**config.mk**
```make
export PLATFORM = sky130hd
export DESIGN_NAME = ddr_cmd_tracker
export DESIGN_NICKNAME = d
export VERILOG_FILES = /design/src/rtl/ddr_cmd_pkg.sv /design/src/rtl/ddr_cmd_decode.sv /design/src/rtl/ddr_bank_tracker.sv /design/src/rtl/ddr_mode_reg.sv /design/src/rtl/ddr_pwr_ctrl.sv /design/src/rtl/ddr_cmd_tracker.sv
export SDC_FILE = /design/constraint.sdc
export NUM_CORES = 1
export LEC_CHECK = 0
export ABC_AREA = 1
export CORE_MARGIN = 8
export CORE_UTILIZATION = 50
export DETAILED_ROUTE_END_ITERATION = 8
export PLACE_DENSITY = 0.81
export SETUP_SLACK_MARGIN = 0.5
export SYNTH_ARGS = -nofsm -noshare
export SYNTH_HDL_FRONTEND = slang
export SYNTH_SLANG_ARGS = --single-unit
```
**constraint.sdc**
```tcl
create_clock -name clk -period 2.58 [get_ports clk]
set_input_delay 0.516 -clock clk [delete_from_list [all_inputs] [get_ports clk]]
set_output_delay 0.516 -clock clk [all_outputs]
set_load 0.02 [all_outputs]
```
**src/rtl/ddr_cmd_pkg.sv**
```systemverilog
package ddr_cmd_pkg;

    localparam int NUM_BANKS = 4;
    localparam int BA_W      = $clog2(NUM_BANKS);
    localparam int AP_BIT    = 10;
    localparam int MODE_W    = 7;

    typedef enum logic [2:0] {
        CMD_NOP, CMD_ACT, CMD_RD, CMD_WR, CMD_PRE, CMD_REF, CMD_MRS, CMD_BST
    } cmd_e;

    typedef enum logic [1:0] {
        PWR_ON   = 2'd0,
        PWR_PPD  = 2'd1,
        PWR_APD  = 2'd2,
        PWR_SREF = 2'd3
    } pwr_e;

    typedef struct packed {
        logic [2:0] cl_code;
        logic [3:0] burst_len;
        logic       interleave;
    } mode_t;

    localparam mode_t MODE_RESET = '{cl_code: 3'b010, burst_len: 4'd2, interleave: 1'b0};

    function automatic cmd_e decode_cmd(input logic cs_n, input logic ras_n,
                                        input logic cas_n, input logic we_n);
        cmd_e c;
        if (cs_n) begin
            c = CMD_NOP;
        end else begin
            case ({ras_n, cas_n, we_n})
                3'b011:  c = CMD_ACT;
                3'b101:  c = CMD_RD;
                3'b100:  c = CMD_WR;
                3'b010:  c = CMD_PRE;
                3'b001:  c = CMD_REF;
                3'b000:  c = CMD_MRS;
                3'b110:  c = CMD_BST;
                default: c = CMD_NOP;
            endcase
        end
        return c;
    endfunction

    function automatic logic [3:0] burst_from_code(input logic [2:0] code);
        case (code)
            3'b001:  return 4'd2;
            3'b010:  return 4'd4;
            3'b011:  return 4'd8;
            default: return 4'd0;
        endcase
    endfunction

    function automatic logic cl_legal(input logic [2:0] code);
        return (code == 3'b010) || (code == 3'b011) || (code == 3'b110);
    endfunction

endpackage

```
**src/rtl/ddr_cmd_decode.sv**
```systemverilog
module ddr_cmd_decode
    import ddr_cmd_pkg::*;
(
    input  logic cs_n,
    input  logic ras_n,
    input  logic cas_n,
    input  logic we_n,
    output cmd_e cmd
);
    always_comb cmd = decode_cmd(cs_n, ras_n, cas_n, we_n);
endmodule

```
**src/rtl/ddr_bank_tracker.sv**
```systemverilog
module ddr_bank_tracker
    import ddr_cmd_pkg::*;
#(
    parameter int ROW_W = 13,
    parameter int COL_W = 10
) (
    input  logic                       clk,
    input  logic                       rst,
    input  logic                       exec,
    input  cmd_e                       cmd,
    input  logic [BA_W-1:0]            ba,
    input  logic [ROW_W-1:0]           addr,
    output logic [NUM_BANKS-1:0]       open_q,
    output logic [NUM_BANKS*ROW_W-1:0] rows_q,
    output logic [COL_W-1:0]           col_q,
    output logic                       err_q,
    output logic                       auto_pre_q,
    output logic                       all_pre_q
);
    logic is_rdwr, tgt_open, any_open, ap, rdwr_ok;

    always_comb begin
        is_rdwr  = (cmd == CMD_RD) || (cmd == CMD_WR);
        tgt_open = open_q[ba];
        any_open = |open_q;
        ap       = addr[AP_BIT];
        rdwr_ok  = exec && is_rdwr && tgt_open;
    end

    for (genvar i = 0; i < NUM_BANKS; i++) begin : g_bank
        logic hit;
        assign hit = (ba == BA_W'(i));

        always_ff @(posedge clk) begin
            if (rst) begin
                open_q[i]                  <= 1'b0;
                rows_q[i*ROW_W +: ROW_W]   <= '0;
            end else if (exec) begin
                case (cmd)
                    CMD_ACT: if (hit && !open_q[i]) begin
                        open_q[i]                <= 1'b1;
                        rows_q[i*ROW_W +: ROW_W] <= addr;
                    end
                    CMD_RD, CMD_WR: if (hit && open_q[i] && ap) open_q[i] <= 1'b0;
                    CMD_PRE: if (hit || ap) open_q[i] <= 1'b0;
                    default: ;
                endcase
            end
        end


        bank_open_src_chk: assert property (@(posedge clk) disable iff (rst)
            (open_q[i] && !$past(open_q[i])) |->
                $past(exec && cmd == CMD_ACT && ba == BA_W'(i)));
    end

    always_ff @(posedge clk) begin
        if (rst) begin
            col_q      <= '0;
            err_q      <= 1'b0;
            auto_pre_q <= 1'b0;
            all_pre_q  <= 1'b0;
        end else begin
            if (rdwr_ok) col_q <= addr[COL_W-1:0];
            err_q      <= exec && (((cmd == CMD_ACT) && tgt_open) ||
                                   (is_rdwr && !tgt_open) ||
                                   ((cmd == CMD_REF) && any_open));
            auto_pre_q <= rdwr_ok && ap;
            all_pre_q  <= exec && (cmd == CMD_PRE) && ap;
        end
    end


    all_close_chk: assert property (@(posedge clk) disable iff (rst)
        all_pre_q |-> (open_q == '0));


    auto_close_chk: assert property (@(posedge clk) disable iff (rst)
        auto_pre_q |-> !open_q[$past(ba)]);
endmodule

```
**src/rtl/ddr_mode_reg.sv**
```systemverilog
module ddr_mode_reg
    import ddr_cmd_pkg::*;
(
    input  logic              clk,
    input  logic              rst,
    input  logic              exec,
    input  cmd_e              cmd,
    input  logic [BA_W-1:0]   ba,
    input  logic [MODE_W-1:0] word,
    output mode_t             mode_q,
    output logic              err_q
);
    logic  sel, legal;
    mode_t nxt;

    always_comb begin
        sel            = exec && (cmd == CMD_MRS) && (ba == '0);
        nxt.burst_len  = burst_from_code(word[2:0]);
        nxt.interleave = word[3];
        nxt.cl_code    = word[6:4];
        legal          = (nxt.burst_len != 4'd0) && cl_legal(nxt.cl_code);
    end

    always_ff @(posedge clk) begin
        if (rst) begin
            mode_q <= MODE_RESET;
            err_q  <= 1'b0;
        end else begin
            if (sel && legal) mode_q <= nxt;
            err_q <= sel && !legal;
        end
    end


    burst_legal_chk: assert property (@(posedge clk) disable iff (rst)
        (mode_q.burst_len == 4'd2) || (mode_q.burst_len == 4'd4) || (mode_q.burst_len == 4'd8));


    mode_hold_chk: assert property (@(posedge clk) disable iff (rst)
        err_q |-> $stable(mode_q));
endmodule

```
**src/rtl/ddr_pwr_ctrl.sv**
```systemverilog
module ddr_pwr_ctrl
    import ddr_cmd_pkg::*;
(
    input  logic clk,
    input  logic rst,
    input  logic cke,
    input  cmd_e cmd,
    input  logic any_open,
    output pwr_e state_q
);
    always_ff @(posedge clk) begin
        if (rst) begin
            state_q <= PWR_ON;
        end else if (state_q == PWR_ON) begin
            if (!cke) begin
                if (any_open)            state_q <= PWR_APD;
                else if (cmd == CMD_REF) state_q <= PWR_SREF;
                else                     state_q <= PWR_PPD;
            end
        end else if (cke) begin
            state_q <= PWR_ON;
        end
    end


    wake_chk: assert property (@(posedge clk) disable iff (rst)
        (state_q != PWR_ON && cke) |=> (state_q == PWR_ON));


    apd_entry_chk: assert property (@(posedge clk) disable iff (rst)
        (state_q == PWR_ON && !cke && any_open) |=> (state_q == PWR_APD));


    hold_low_chk: assert property (@(posedge clk) disable iff (rst)
        (state_q != PWR_ON && !cke) |=> $stable(state_q));
endmodule

```
**src/rtl/ddr_cmd_tracker.sv**
```systemverilog
module ddr_cmd_tracker
    import ddr_cmd_pkg::*;
#(
    parameter int ROW_W = 13,
    parameter int COL_W = 10
) (
    input  logic                       clk,
    input  logic                       rst,
    input  logic                       cke,
    input  logic                       cs_n,
    input  logic                       ras_n,
    input  logic                       cas_n,
    input  logic                       we_n,
    input  logic [1:0]                 ba,
    input  logic [ROW_W-1:0]           addr,
    output logic [3:0]                 bank_open,
    output logic [4*ROW_W-1:0]         open_rows,
    output logic [COL_W-1:0]           rw_col,
    output logic                       auto_pre,
    output logic                       all_pre,
    output logic                       cmd_err,
    output logic [1:0]                 pwr_state,
    output logic [2:0]                 cas_lat,
    output logic [3:0]                 burst_len,
    output logic                       burst_interleave
);
    cmd_e  cmd;
    pwr_e  pwr;
    mode_t mode;
    logic  exec, trk_err, mode_err;

    ddr_cmd_decode u_dec (
        .cs_n(cs_n), .ras_n(ras_n), .cas_n(cas_n), .we_n(we_n), .cmd(cmd)
    );

    assign exec = cke && (pwr == PWR_ON);

    ddr_bank_tracker #(.ROW_W(ROW_W), .COL_W(COL_W)) u_trk (
        .clk(clk), .rst(rst), .exec(exec), .cmd(cmd), .ba(ba), .addr(addr),
        .open_q(bank_open), .rows_q(open_rows), .col_q(rw_col),
        .err_q(trk_err), .auto_pre_q(auto_pre), .all_pre_q(all_pre)
    );

    ddr_mode_reg u_mode (
        .clk(clk), .rst(rst), .exec(exec), .cmd(cmd), .ba(ba),
        .word(addr[MODE_W-1:0]), .mode_q(mode), .err_q(mode_err)
    );

    ddr_pwr_ctrl u_pwr (
        .clk(clk), .rst(rst), .cke(cke), .cmd(cmd),
        .any_open(|bank_open), .state_q(pwr)
    );

    assign cmd_err          = trk_err | mode_err;
    assign pwr_state        = pwr;
    assign cas_lat          = mode.cl_code;
    assign burst_len        = mode.burst_len;
    assign burst_interleave = mode.interleave;


    deselect_nop_chk: assert property (@(posedge clk) disable iff (rst)
        (cs_n && cke && pwr == PWR_ON) |=> ($stable(bank_open) && !cmd_err && !all_pre));


    lowpwr_freeze_chk: assert property (@(posedge clk) disable iff (rst)
        (pwr != PWR_ON) |=> ($stable(bank_open) && !cmd_err));
endmodule

```
==> results of run 1 <==
worst paths after layout:
check,end,slack [ns],cells past startpoint
worst min register to register,u_mode.mode_q[6]$_SDFFE_PP1P_,0.45,2
worst max register to register,u_trk.rows_q[49]$_SDFFE_PP0P_,0.96,7
worst max-delay path,cmd_err,0.59,2
worst min-delay path,u_mode.mode_q[6]$_SDFFE_PP1P_,0.45,2
cell usage in the layout (no fill, tap or decap), drive strengths merged:
master / instances
clkinv: 3
buf: 11
nand2: 50
conb: 1
nand4: 7
a21oi: 45
a22oi: 1
nand3: 19
inv: 35
or2: 1
dfxtp: 79
clkbuf: 10
o211ai: 1
o21ai: 60
nor2: 90
clkdlybuf4s50: 99
nor3: 7
nor4: 2
o31ai: 1
ha: 1
clkinvlp: 1
a31oi: 1
power groups by stage:
stage,clock network [uW],registers (uW),logic [uW]
detailed placement,0,1300,338
global route,849,1270,374
floorplan,0,1320,169
global placement,0,1290,334
finish,790,1270,341
CTS,803,1270,341
cell type report:
type                            instances  area share [%]
Sequential cell                        79            35.4
Timing Repair Buffer                  110            24.6
Clock inverter                          5           0.784
Tap cell                               77            2.16
Inverter                               34            2.86
Clock buffer                           10            2.86
Multi-Input combinational cell        287            31.4
stage by stage:
stage / setup slack (ns) / hold WS, ns / instance area, um^2 / instances / util [%]
2_1_floorplan: 1.14 / 0.536 / 3270 / 421 / -
3_3_place_gp: 0.307 / 0.430 / 4270 / 584 / 67.3
3_5_place_dp: 0.261 / 0.433 / 4270 / 584 / 67.3
4_1_cts: 0.563 / 0.453 / 4430 / 599 / 69.8
5_1_grt: 0.517 / 0.504 / 4470 / 602 / 70.4
6_report: 0.593 / 0.447 / 4470 / 602 / 70.4
cells in the mapped netlist, drive strengths merged, types with 2 or more instances:
cell type	number	share of area, %
a21oi	45	7.5
buf	13	3.9
clkbuf	8	0.92
dfxtp	79	48
inv	34	3.9
nand2	50	6.7
nand3	19	2.9
nand4	7	1.5
nor2	90	12
nor3	7	1.2
nor4	2	0.38
o21ai	60	9.2
kinds of logic after synthesis:
logic type	after synthesis
fa+ha+maj	1
other cells	1
simple gates	176
compound gates	109
buf+inv	55
flops	79
worst reg2reg max path, stage by stage (launching register included):
cell and delay, ns:
dfxtp_1 0.34, nor2_1 0.12, ha_1 0.27, nand2_4 0.13, nor2_4 0.21, buf_4 0.25, o21ai_1 0.09, a21oi_2 0.14
layer usage:
metal	routed length (um)	part of all wire (%)	track usage, %
met3	512	5.3	4.84
met1	4250	44	24.1
met2	4580	48	33.9
met4	235	2.5	8.40
met5	0	0	0
timing repair:
item,in CTS,in global routing
buffers inserted,0,3
endpoints found under the hold margin,0,0
endpoints found under the setup margin,0,1
registers in the layout (all words and copies together) (netlist names):
signal	flops
u_trk.rows_q	52
u_mode.err_q	1
u_pwr.state_q	2
u_trk.open_q	4
u_mode.mode_q	7
u_trk.col_q	10
u_trk.all_pre_q	1
u_trk.auto_pre_q	1
u_trk.err_q	1
==> summary.txt, run 1 <==
Outcome
  – Outcome: completed

Placement
  – RD Place Congestion: 0.879
  – Buffers on Ports: 99
  – Dpl hpwl: 7080 um

Die
  – # rows: 29
  – Die width: 96.8 um
  – IO Pins: 101
  – Die area: 0.00938 mm^2
  – Die height: 96.8 um
  – Initial Util: 51.5%
  – Core ar.: 0.00635 mm^2

Timing
  – Final Max Slew Viols: 0
  – # setup viols final: 0
  – Clk_skew: 0.00807 ns
  – Fmax: 0.503 GHz
  – RSZ-0062 raised after global routing: false
  – Crit share post-route: 77.0%
  – Final Hold Violating Endpoints: 0
  – Worst relative slew slack: 65.9%
  – Setup TNS: 0 ns
  – Shortest period the worst path allows: 1.99 ns
  – Worst-margin pin slew: 0.512 ns

Clock network
  – Post-CTS resize count: 0
  – Clock root cell: clkbuf_8
  – Later-pin clock latency in the skew report: 0.34 ns
  – H-tree depth: 3
  – CTS sink cnt: 79
  – CTS tree: built
  – Worst-path clk slew: 0.08 ns
  – Hold buffer count at CTS: 0
  – TritonCTS Buffers: 9
  – CTS max path bufs: 2

Critical path
  – Setup crit end kind: output port
  – CP Launch Point: u_mode.err_q$_SDFF_PP0_
  – Top delay family on crit path: buffers and inverters
  – Slowest CP cell: clkdlybuf4s50_1
  – Critical-path cell list: or2_2, clkdlybuf4s50_1
  – Startpoint types: flip-flop
  – Buf/Inv on CP: 1
  – Arrival time of the worst setup path: 1.47 ns
  – Worst EP required: 2.06 ns
  – Crit-path max FO: 1
  – Crit Path Class: flip-flop to output port
  – Worst R2R Start: u_pwr.state_q[1]$_SDFFE_PP0P_
  – CP max stage delay: 0.55 ns

Routing
  – Vias/cell: 5.30
  – Final ANT Viol Nets: 0
  – DRC: 0
  – Drt first-iter violations: 146
  – WL per Instance: 15.9 um
  – Final wirelength: 9580 um
  – Detailed Routing Iterations Pass 1: 4
  – Routed vias: 3191

Pwr
  – Maximum vdd drop: 0.000350 V
  – Total power: 2400 uW
  – Int Pwr: 1720 uW
  – Clk pwr share: 32.9%
  – Pwr Density: 537 mW/mm^2
  – Sw Ratio: 28.1%
  – Comb power frac: 14.2%
  – Flop pwr share: 52.9%
  – Switching Power: 674 uW
  – Pleak: 0.00181 uW

Hold path
  – HP Start: u_mode.mode_q[6]$_SDFFE_PP1P_
  – Hold WC Path Type: flip-flop to flip-flop

GRT
  – Gr usage total: 20.2%
  – Largest net degree at the start of global routing: 60
  – First-pass GRT wire length: 15800 um
  – Initial antenna violation count: 0
  – Vias in the first global route: 3160
  – Congestion Overflow GR: 0

Finish
  – Nets: 544
  – Diode count: 0
  – Share of cells above drive strength 1: 9.90%
  – Layout fillers: 530
  – Area of the multi-input gates: 0.00140 mm^2
  – Area Growth Syn to Fin: 36.8%
  – Sequential cell area: 0.00158 mm^2

Synth
  – EDFF count, synth: 0
  – Mapped Area: 0.00327 mm^2
  – Ys flop type: dfxtp_1
  – FF+latch count, synth: 79
  – Sequential cell area fraction in the yosys report: 48.4%
  – Post-Synthesis Cells: 421
  – Mean Syn Cell Area: 7.76 um^2
  – Asr flop ratio synth: 0%
  – Synth Area in Adders: 0.383%
  – Synth Area in Simple Gates: 24.9%
  – Fraction of synthesized area in multiplexers: 0%
  – Syn nets: 444
  – Synth unique cells: 31
  – Xor/xnor share of the synthesized area: 0%
  – Largest family of logic cells by synthesized area: simple AND/OR/NAND/NOR gates
  – Ys Warns: 0
  – Post-synthesis compound-gate area fraction: 17.5%

Flow run
  – Maxcap violations: 0
Power figures use the tool's default switching activity.
==> run 2, diff against run 1 <==
--- a/config.mk
+++ b/config.mk
@@ -7,9 +7,9 @@
 export LEC_CHECK = 0
 export ABC_AREA = 1
 export CORE_MARGIN = 8
-export CORE_UTILIZATION = 50
+export CORE_UTILIZATION = 42
 export DETAILED_ROUTE_END_ITERATION = 8
-export PLACE_DENSITY = 0.81
+export PLACE_DENSITY = 0.72
 export SETUP_SLACK_MARGIN = 0.5
 export SYNTH_ARGS = -nofsm -noshare
 export SYNTH_HDL_FRONTEND = slang
==> constraint.sdc (replaced) <==
create_clock -name clk -period 1.62 [get_ports clk]
set_input_delay 0.324 -clock clk [delete_from_list [all_inputs] [get_ports clk]]
set_output_delay 0.324 -clock clk [all_outputs]
set_load 0.02 [all_outputs]
==> run 2 against run 1 <==
  * Core utilization is 11 points higher
  * Count of clock-buffer cells in the layout is 4 higher
  * The run now ends with setup timing left
  * Sequential power is 59% higher
  * Setup slack worse by 0.60 ns
  * Clock power is 100% higher
  * Via count is 23% higher
==> summary.txt, run 2 (same netlist as run 1, synthesis figures left out) <==
Outcome
  – Outcome: complete, but fails checks (was completed)
  – Failing checks: setup timing

Placement
  – RD Place Congestion: 0.827 (was 0.879)
  – Pre-CTS setup slack: -0.311 ns (was 0.261 ns)
  – Placed cell area: 0.00477 mm^2 (was 0.00427 mm^2)
  – Buffers on Ports: 99 (unchanged)
  – Dpl hpwl: 7600 um (was 7080 um)

Finish
  – Top reg by flops: u_trk.rows_q (unchanged)
  – Area Growth Syn to Fin: 91.1% (was 36.8%)
  – Nets: 652 (was 544)
  – Largest regs: u_trk.rows_q: 52 flops, u_trk.col_q: 10 flops, u_mode.mode_q: 7 flops (unchanged)
  – Max reg flops: 52 (unchanged)
  – Most frequent cells in the layout: 95 x buf_6, 91 x buf_4, 69 x nor2_1 (was 99 x clkdlybuf4s50_1, 82 x nor2_1, 79 x dfxtp_1)
  – Share of cells above drive strength 1: 65.9% (was 9.90%)
  – Most common cell after layout, fill and taps aside: buf_6 (was clkdlybuf4s50_1)
  – Diode count: 0 (unchanged)
  – Post-route cell area: 0.00625 mm^2 (was 0.00447 mm^2)

Pwr
  – Maximum vdd drop: 0.000690 V (was 0.000350 V)
  – Pwr Density: 723 mW/mm^2 (was 537 mW/mm^2)
  – Comb power frac: 19.6% (was 14.2%)
  – Int Pwr: 3280 uW (was 1720 uW)
  – Sw Ratio: 27.5% (was 28.1%)
  – Pleak: 0.00275 uW (was 0.00181 uW)
  – Clk pwr share: 35.7% (was 32.9%)
  – Switching Power: 1240 uW (was 674 uW)
  – Total power: 4520 uW (was 2400 uW)
  – Flop pwr share: 44.7% (was 52.9%)

Hold path
  – Hold WC Path Type: flip-flop to flip-flop (unchanged)

Timing
  – Shortest period the worst path allows: 1.63 ns
  – Final hold slack: 0.465 ns (was 0.447 ns)
  – RSZ-0062 raised after global routing: true (was false)
  – Fmax: 0.613 GHz
  – Crit share post-route: 101%
  – Clk_skew: 0.00849 ns (was 0.00807 ns)
  – Final worst slack: -0.0102 ns (was 0.593 ns)
  – # setup viols final: 1 (was 0)
  – Final Max Slew Viols: 0 (unchanged)
  – Final Hold Violating Endpoints: 0 (unchanged)
  – Setup TNS: -0.0102 ns (was 0 ns)

Routing
  – WL per Instance: 18.1 um (was 15.9 um)
  – Detailed Routing Iterations Pass 1: 5 (was 4)
  – Routed vias: 3911 (was 3191)
  – Met3 wire length: 942 um (was 512 um)
  – Vias/cell: 5.31 (was 5.30)
  – Routed met2 length: 6790 um (was 4580 um)
  – Max Used Layer: met4 (unchanged)
  – Met1 WL: 5210 um (was 4250 um)
  – Final ANT Viol Nets: 0 (unchanged)
  – Final wirelength: 13300 um (was 9580 um)
  – DRC: 0 (unchanged)
  – Drt first-iter violations: 224 (was 146)

Clock network
  – CTS tree: built (unchanged)
  – Clock root cell: clkbuf_8 (unchanged)
  – Later-pin clock latency in the skew report: 0.35 ns (was 0.34 ns)
  – Worst-path clk slew: 0.08 ns (about the same)
  – TritonCTS Buffers: 9 (unchanged)
  – H-tree depth: 3 (unchanged)
  – CTS max path bufs: 2 (unchanged)
  – CTS sink cnt: 79 (unchanged)

Critical path
  – Worst EP required: 1.85 ns (was 2.06 ns)
  – Crit-path max FO: 5 (was 1)
  – Crit Path Class: flip-flop to flip-flop (was flip-flop to output port)
  – Setup crit end kind: flip-flop (was output port)
  – Arrival time of the worst setup path: 1.86 ns (was 1.47 ns)
  – Startpoint types: flip-flop (unchanged)

GRT
  – Congestion Overflow GR: 0 (unchanged)
  – Vias in the first global route: 3710 (was 3160)
  – Initial antenna violation count: 0 (unchanged)
  – First-pass GRT wire length: 18700 um (was 15800 um)
  – Gr usage total: 21.1% (was 20.2%)
  – Largest net degree at the start of global routing: 37 (was 60)

Die
  – Initial Util: 42.7% (was 51.5%)
  – Die area: 0.0109 mm^2 (was 0.00938 mm^2)
  – IO Pins: 101 (unchanged)
  – Die height: 104 um (was 96.8 um)
  – # rows: 32 (was 29)
  – Core ar.: 0.00765 mm^2 (was 0.00635 mm^2)
  – Die width: 104 um (was 96.8 um)

Flow run
  – Maxcap violations: 0 (unchanged)
==> run 2: cell types whose count changed in the layout (fill, tap and decap cells not counted), sizes merged, moves of 2 or more <==
cell,before,now
clkdlybuf4s50,99,14
dlygate4sd2,0,5
clkinv,3,1
clkbuf,10,16
buf,11,195
==> run 2: worst max-delay path: stages, from the launching register on <==
cell and delay (ns):
dfxtp_4 0.36, nor2_4 0.12, ha_4 0.19, nand2_8 0.09
nor2_4 0.20, buf_6 0.15, inv_4 0.05, nor2_1 0.22
nor2_1 0.11
==> run 2: worst paths after layout <==
check	start	to	slack, ns	cells past startpoint
worst min-delay path	u_mode.mode_q[6]$_SDFFE_PP1P_	u_mode.mode_q[6]$_SDFFE_PP1P_	0.47	2
worst max-delay path	u_pwr.state_q[0]$_SDFFE_PP0P_	u_trk.rows_q[7]$_SDFFE_PP0P_	-0.01	8
worst max register to register	u_pwr.state_q[0]$_SDFFE_PP0P_	u_trk.rows_q[7]$_SDFFE_PP0P_	-0.01	8
worst min register to register	u_mode.mode_q[6]$_SDFFE_PP1P_	u_mode.mode_q[6]$_SDFFE_PP1P_	0.47	2
==> run 2: cell type report <==
cell class	count	area (um^2)
inverter	34	140
sequential	79	1710
timing repair buffer	217	2140
fill	435	1400
tap	102	128
multi-input combinational	288	1900
clock buffer	14	184
clock inverter	2	35.0
==> run 2: what timing repair did <==
item	in CTS	in global routing
pin swaps	34	24
endpoints found under the setup margin	157	157
setup buffers	20	36
resized for setup	626	90
gates cloned	5	1
hold buffers	0	0
==> run 2: stage by stage <==
| step | utilization [%] | instances |
|---|---|---|
| finish | 81.7 | 736 |
| global route | 81.7 | 736 |
| CTS | 73.8 | 699 |
| detailed placement | 62.4 | 658 |
| global placement | 62.4 | 658 |
| floorplan | - | 421 |
==> run 2: routing by layer <==
layer / track usage (%) / vias to the layer above
li1: - / 1804
met1: 24.2 / 1892
met2: 36.3 / 178
met3: 5.45 / 37
met4: 8.58 / 0
met5: 0 / -
==> run 2: power by group through the flow <==
stage	clock network (uW)	logic [uW]	registers (uW)
detailed placement	0	655	2070
global route	1700	944	2030
global placement	0	647	2070
finish	1610	887	2020
floorplan	0	288	2110
CTS	1600	784	2040
==> run 3, diff against run 2 <==
--- a/config.mk
+++ b/config.mk
@@ -7,10 +7,11 @@
 export LEC_CHECK = 0
 export ABC_AREA = 1
 export CORE_MARGIN = 8
-export CORE_UTILIZATION = 42
+export CORE_UTILIZATION = 30
 export DETAILED_ROUTE_END_ITERATION = 8
-export PLACE_DENSITY = 0.72
+export PLACE_DENSITY = 0.54
 export SETUP_SLACK_MARGIN = 0.5
+export SLEW_MARGIN = 10
 export SYNTH_ARGS = -nofsm -noshare
 export SYNTH_HDL_FRONTEND = slang
 export SYNTH_SLANG_ARGS = --single-unit
==> run 3 against run 2 <==
  * The run now ends clean
  * Non-clock buffer count fell by 6
  * Critical path depth unchanged
  * Sequential share of layout area grew 0.24 points
  * Register-to-register slack better by 0.19 ns
  * Worst hold slack got worse by 0.0063 ns
  * Count of clock-buffer cells in the layout decreased by 3
  * Global-route usage decreased by 6.0 points
  * Combinational power decreased by 0.9%
  * Die area grew 33%
  * Wire length shrank 13%
  * Total power rose by 0.10%
  * Sequential power about the same
==> summary.txt, run 3 (same netlist as run 1, synthesis figures left out) <==
Timing
  – Fmax: 0.695 GHz (was 0.613 GHz)
  – RSZ-0062 raised after global routing: true (unchanged)
  – Shortest period the worst path allows: 1.44 ns (was 1.63 ns)
  – Final Max Slew Viols: 0 (unchanged)
  – Crit share post-route: 88.8% (was 101%)
  – Setup TNS: 0 ns (was -0.0102 ns)
  – # setup viols final: 0 (was 1)
  – Final Hold Violating Endpoints: 0 (unchanged)
  – Clk_skew: 0.0183 ns (was 0.00849 ns)

Critical path
  – Worst R2R Start: u_pwr.state_q[1]$_SDFFE_PP0P_ (was u_pwr.state_q[0]$_SDFFE_PP0P_)
  – Crit-path max FO: 7 (was 5)
  – Worst EP required: 1.91 ns (was 1.85 ns)
  – Slowest CP cell: dfxtp_4 (unchanged)
  – Arrival time of the worst setup path: 1.72 ns (was 1.86 ns)
  – Critical-path cell list: nor2_4, ha_4, nand2_8, nor2_4, buf_12, buf_12, o21ai_2, a21oi_1 (was nor2_4, ha_4, nand2_8, nor2_4, buf_6, inv_4, nor2_1, nor2_1)
  – R2R cell count: 8 (unchanged)
  – CP Launch Point: u_pwr.state_q[1]$_SDFFE_PP0P_ (was u_pwr.state_q[0]$_SDFFE_PP0P_)
  – CP max stage delay: 0.37 ns (was 0.36 ns)
  – Reg2reg setup slack: 0.18 ns (was -0.01 ns)
  – Setup crit end kind: flip-flop (unchanged)
  – Worst reg2reg endpoint: u_trk.rows_q[45]$_SDFFE_PP0P_ (was u_trk.rows_q[7]$_SDFFE_PP0P_)
  – Startpoint types: flip-flop (unchanged)
  – Crit Path Class: flip-flop to flip-flop (unchanged)

Finish
  – Share of cells above drive strength 1: 65.0% (was 65.9%)
  – Layout fillers: 989 (was 435)
  – Post-route cell area: 0.00615 mm^2 (was 0.00625 mm^2)
  – Largest regs: u_trk.rows_q: 52 flops, u_trk.col_q: 10 flops, u_mode.mode_q: 7 flops (unchanged)
  – Top reg by flops: u_trk.rows_q (unchanged)
  – Area Growth Syn to Fin: 88.2% (was 91.1%)
  – Most frequent cells in the layout: 89 x buf_6, 89 x buf_4, 72 x nor2_1 (was 95 x buf_6, 91 x buf_4, 69 x nor2_1)
  – Max reg flops: 52 (unchanged)
  – Nets: 646 (was 652)
  – Diode count: 0 (unchanged)

Routing
  – Vias/cell: 4.64 (was 5.31)
  – WL per Instance: 15.2 um (was 18.1 um)
  – Routed vias: 3562 (was 3911)
  – Final ANT Viol Nets: 0 (unchanged)
  – Detailed Routing Iterations Pass 1: 4 (was 5)
  – DRC: 0 (unchanged)
  – Drt first-iter violations: 176 (was 224)
  – Final wirelength: 11700 um (was 13300 um)

Hold path
  – HP Start: u_trk.col_q[6]$_SDFFE_PP0P_ (was u_mode.mode_q[6]$_SDFFE_PP1P_)
  – Min-Delay Path Depth: 2 (unchanged)
  – Hold WC Path Type: flip-flop to flip-flop (unchanged)
  – Hold Crit Endpoint: u_trk.col_q[6]$_SDFFE_PP0P_ (was u_mode.mode_q[6]$_SDFFE_PP1P_)

Clock network
  – TritonCTS Buffers: 9 (unchanged)
  – H-tree depth: 3 (unchanged)
  – CTS max path bufs: 2 (unchanged)
  – Clock root cell: clkbuf_8 (unchanged)
  – Later-pin clock latency in the skew report: 0.36 ns (was 0.35 ns)
  – Worst-path clk slew: 0.10 ns (was 0.08 ns)
  – CTS sink cnt: 79 (unchanged)
  – CTS tree: built (unchanged)

Pwr
  – Pleak: 0.00271 uW (was 0.00275 uW)
  – Pwr Density: 735 mW/mm^2 (was 723 mW/mm^2)
  – Maximum vdd drop: 0.000427 V (was 0.000690 V)

GRT
  – Vias in the first global route: 3477 (was 3710)
  – Congestion Overflow GR: 0 (unchanged)
  – Largest net degree at the start of global routing: 39 (was 37)
  – First-pass GRT wire length: 17600 um (was 18700 um)
  – Gr usage total: 15.1% (was 21.1%)
  – Initial antenna violation count: 0 (unchanged)

Die
  – Die area: 0.0145 mm^2 (was 0.0109 mm^2)
  – Core ar.: 0.0107 mm^2 (was 0.00765 mm^2)
  – Initial Util: 30.4% (was 42.7%)
  – IO Pins: 101 (unchanged)
  – Die height: 120 um (was 104 um)
  – Die width: 120 um (was 104 um)
  – # rows: 38 (was 32)

Placement
  – Buffers on Ports: 99 (unchanged)
  – RD Place Congestion: 0.871 (was 0.827)
  – Dpl hpwl: 8020 um (was 7600 um)
  – Placed cell area: 0.00481 mm^2 (was 0.00477 mm^2)

Flow run
  – Maxcap violations: 0 (unchanged)

Outcome
  – Outcome: completed (was complete, but fails checks)
==> run 3: per-stage QoR <==
stage	hold slack (ns)	utilization, %	std cells	total power, uW	setup WS [ns]
2_1_floorplan	0.445	-	421	2400	0.301
3_3_place_gp	0.436	44.7	696	2720	-0.249
3_5_place_dp	0.439	44.7	696	2730	-0.299
4_1_cts	0.474	51.4	731	4430	0.202
5_1_grt	0.475	57.2	768	4710	0.117
6_report	0.459	57.2	768	4520	0.181
==> run 3: cell type report <==
type                            count  area (um^2)  share of cell area, %
Timing Repair Buffer              211         2090                   33.9
Tap cell                          140          175                   2.85
Sequential cell                    79         1700                   27.7
Clock buffer                       11          153                   2.48
Multi-Input combinational cell    288         1840                   29.9
Clock inverter                      5         61.3                  0.997
Inverter                           34          133                   2.16
==> run 3: worst max-delay path by stage <==
stage,slack [ns],cells past startpoint,to
2_1_floorplan,0.30,9,u_trk.open_q[2]$_SDFFE_PP0P_
3_3_place_gp,-0.25,9,u_trk.col_q[9]$_SDFFE_PP0P_
3_5_place_dp,-0.30,9,u_trk.col_q[9]$_SDFFE_PP0P_
4_1_cts,0.20,7,u_trk.rows_q[0]$_SDFFE_PP0P_
5_1_grt,0.12,10,u_trk.open_q[3]$_SDFFE_PP0P_
6_report,0.18,8,u_trk.rows_q[45]$_SDFFE_PP0P_
==> run 3: repair_timing <==
action,in CTS,in global routing
gates cloned,3,2
pin swaps,23,31
endpoints found under the hold margin,0,0
setup buffers,16,35
gates resized for setup,596,105
hold buffers,0,0
endpoints found under the setup margin,157,157
==> run 3: critical path: cells and delay by family (launching register included) <==
| family | cells | cell delay [ns] |
|---|---|---|
| flops | 1 | 0.37 |
| simple gates | 3 | 0.34 |
| buf+inv | 2 | 0.27 |
| fa+ha+maj | 1 | 0.21 |
| compound gates | 2 | 0.17 |
==> run 3: power breakdown <==
group	switching [uW]	leakage, uW	internal (uW)	total (uW)
registers	47.9	0.000677	1980	2030
clock network	793	0.000109	819	1610
logic	470	0.00192	409	879
total	1310	0.00271	3210	4520
==> run 3: metal layers <==
layer	track usage, %	part of all wire, %	wire (um)
met5	0	0	0
met2	25.9	51	5910
met1	17.8	42	4950
met3	3.59	5.5	636
met4	5.78	1.4	163
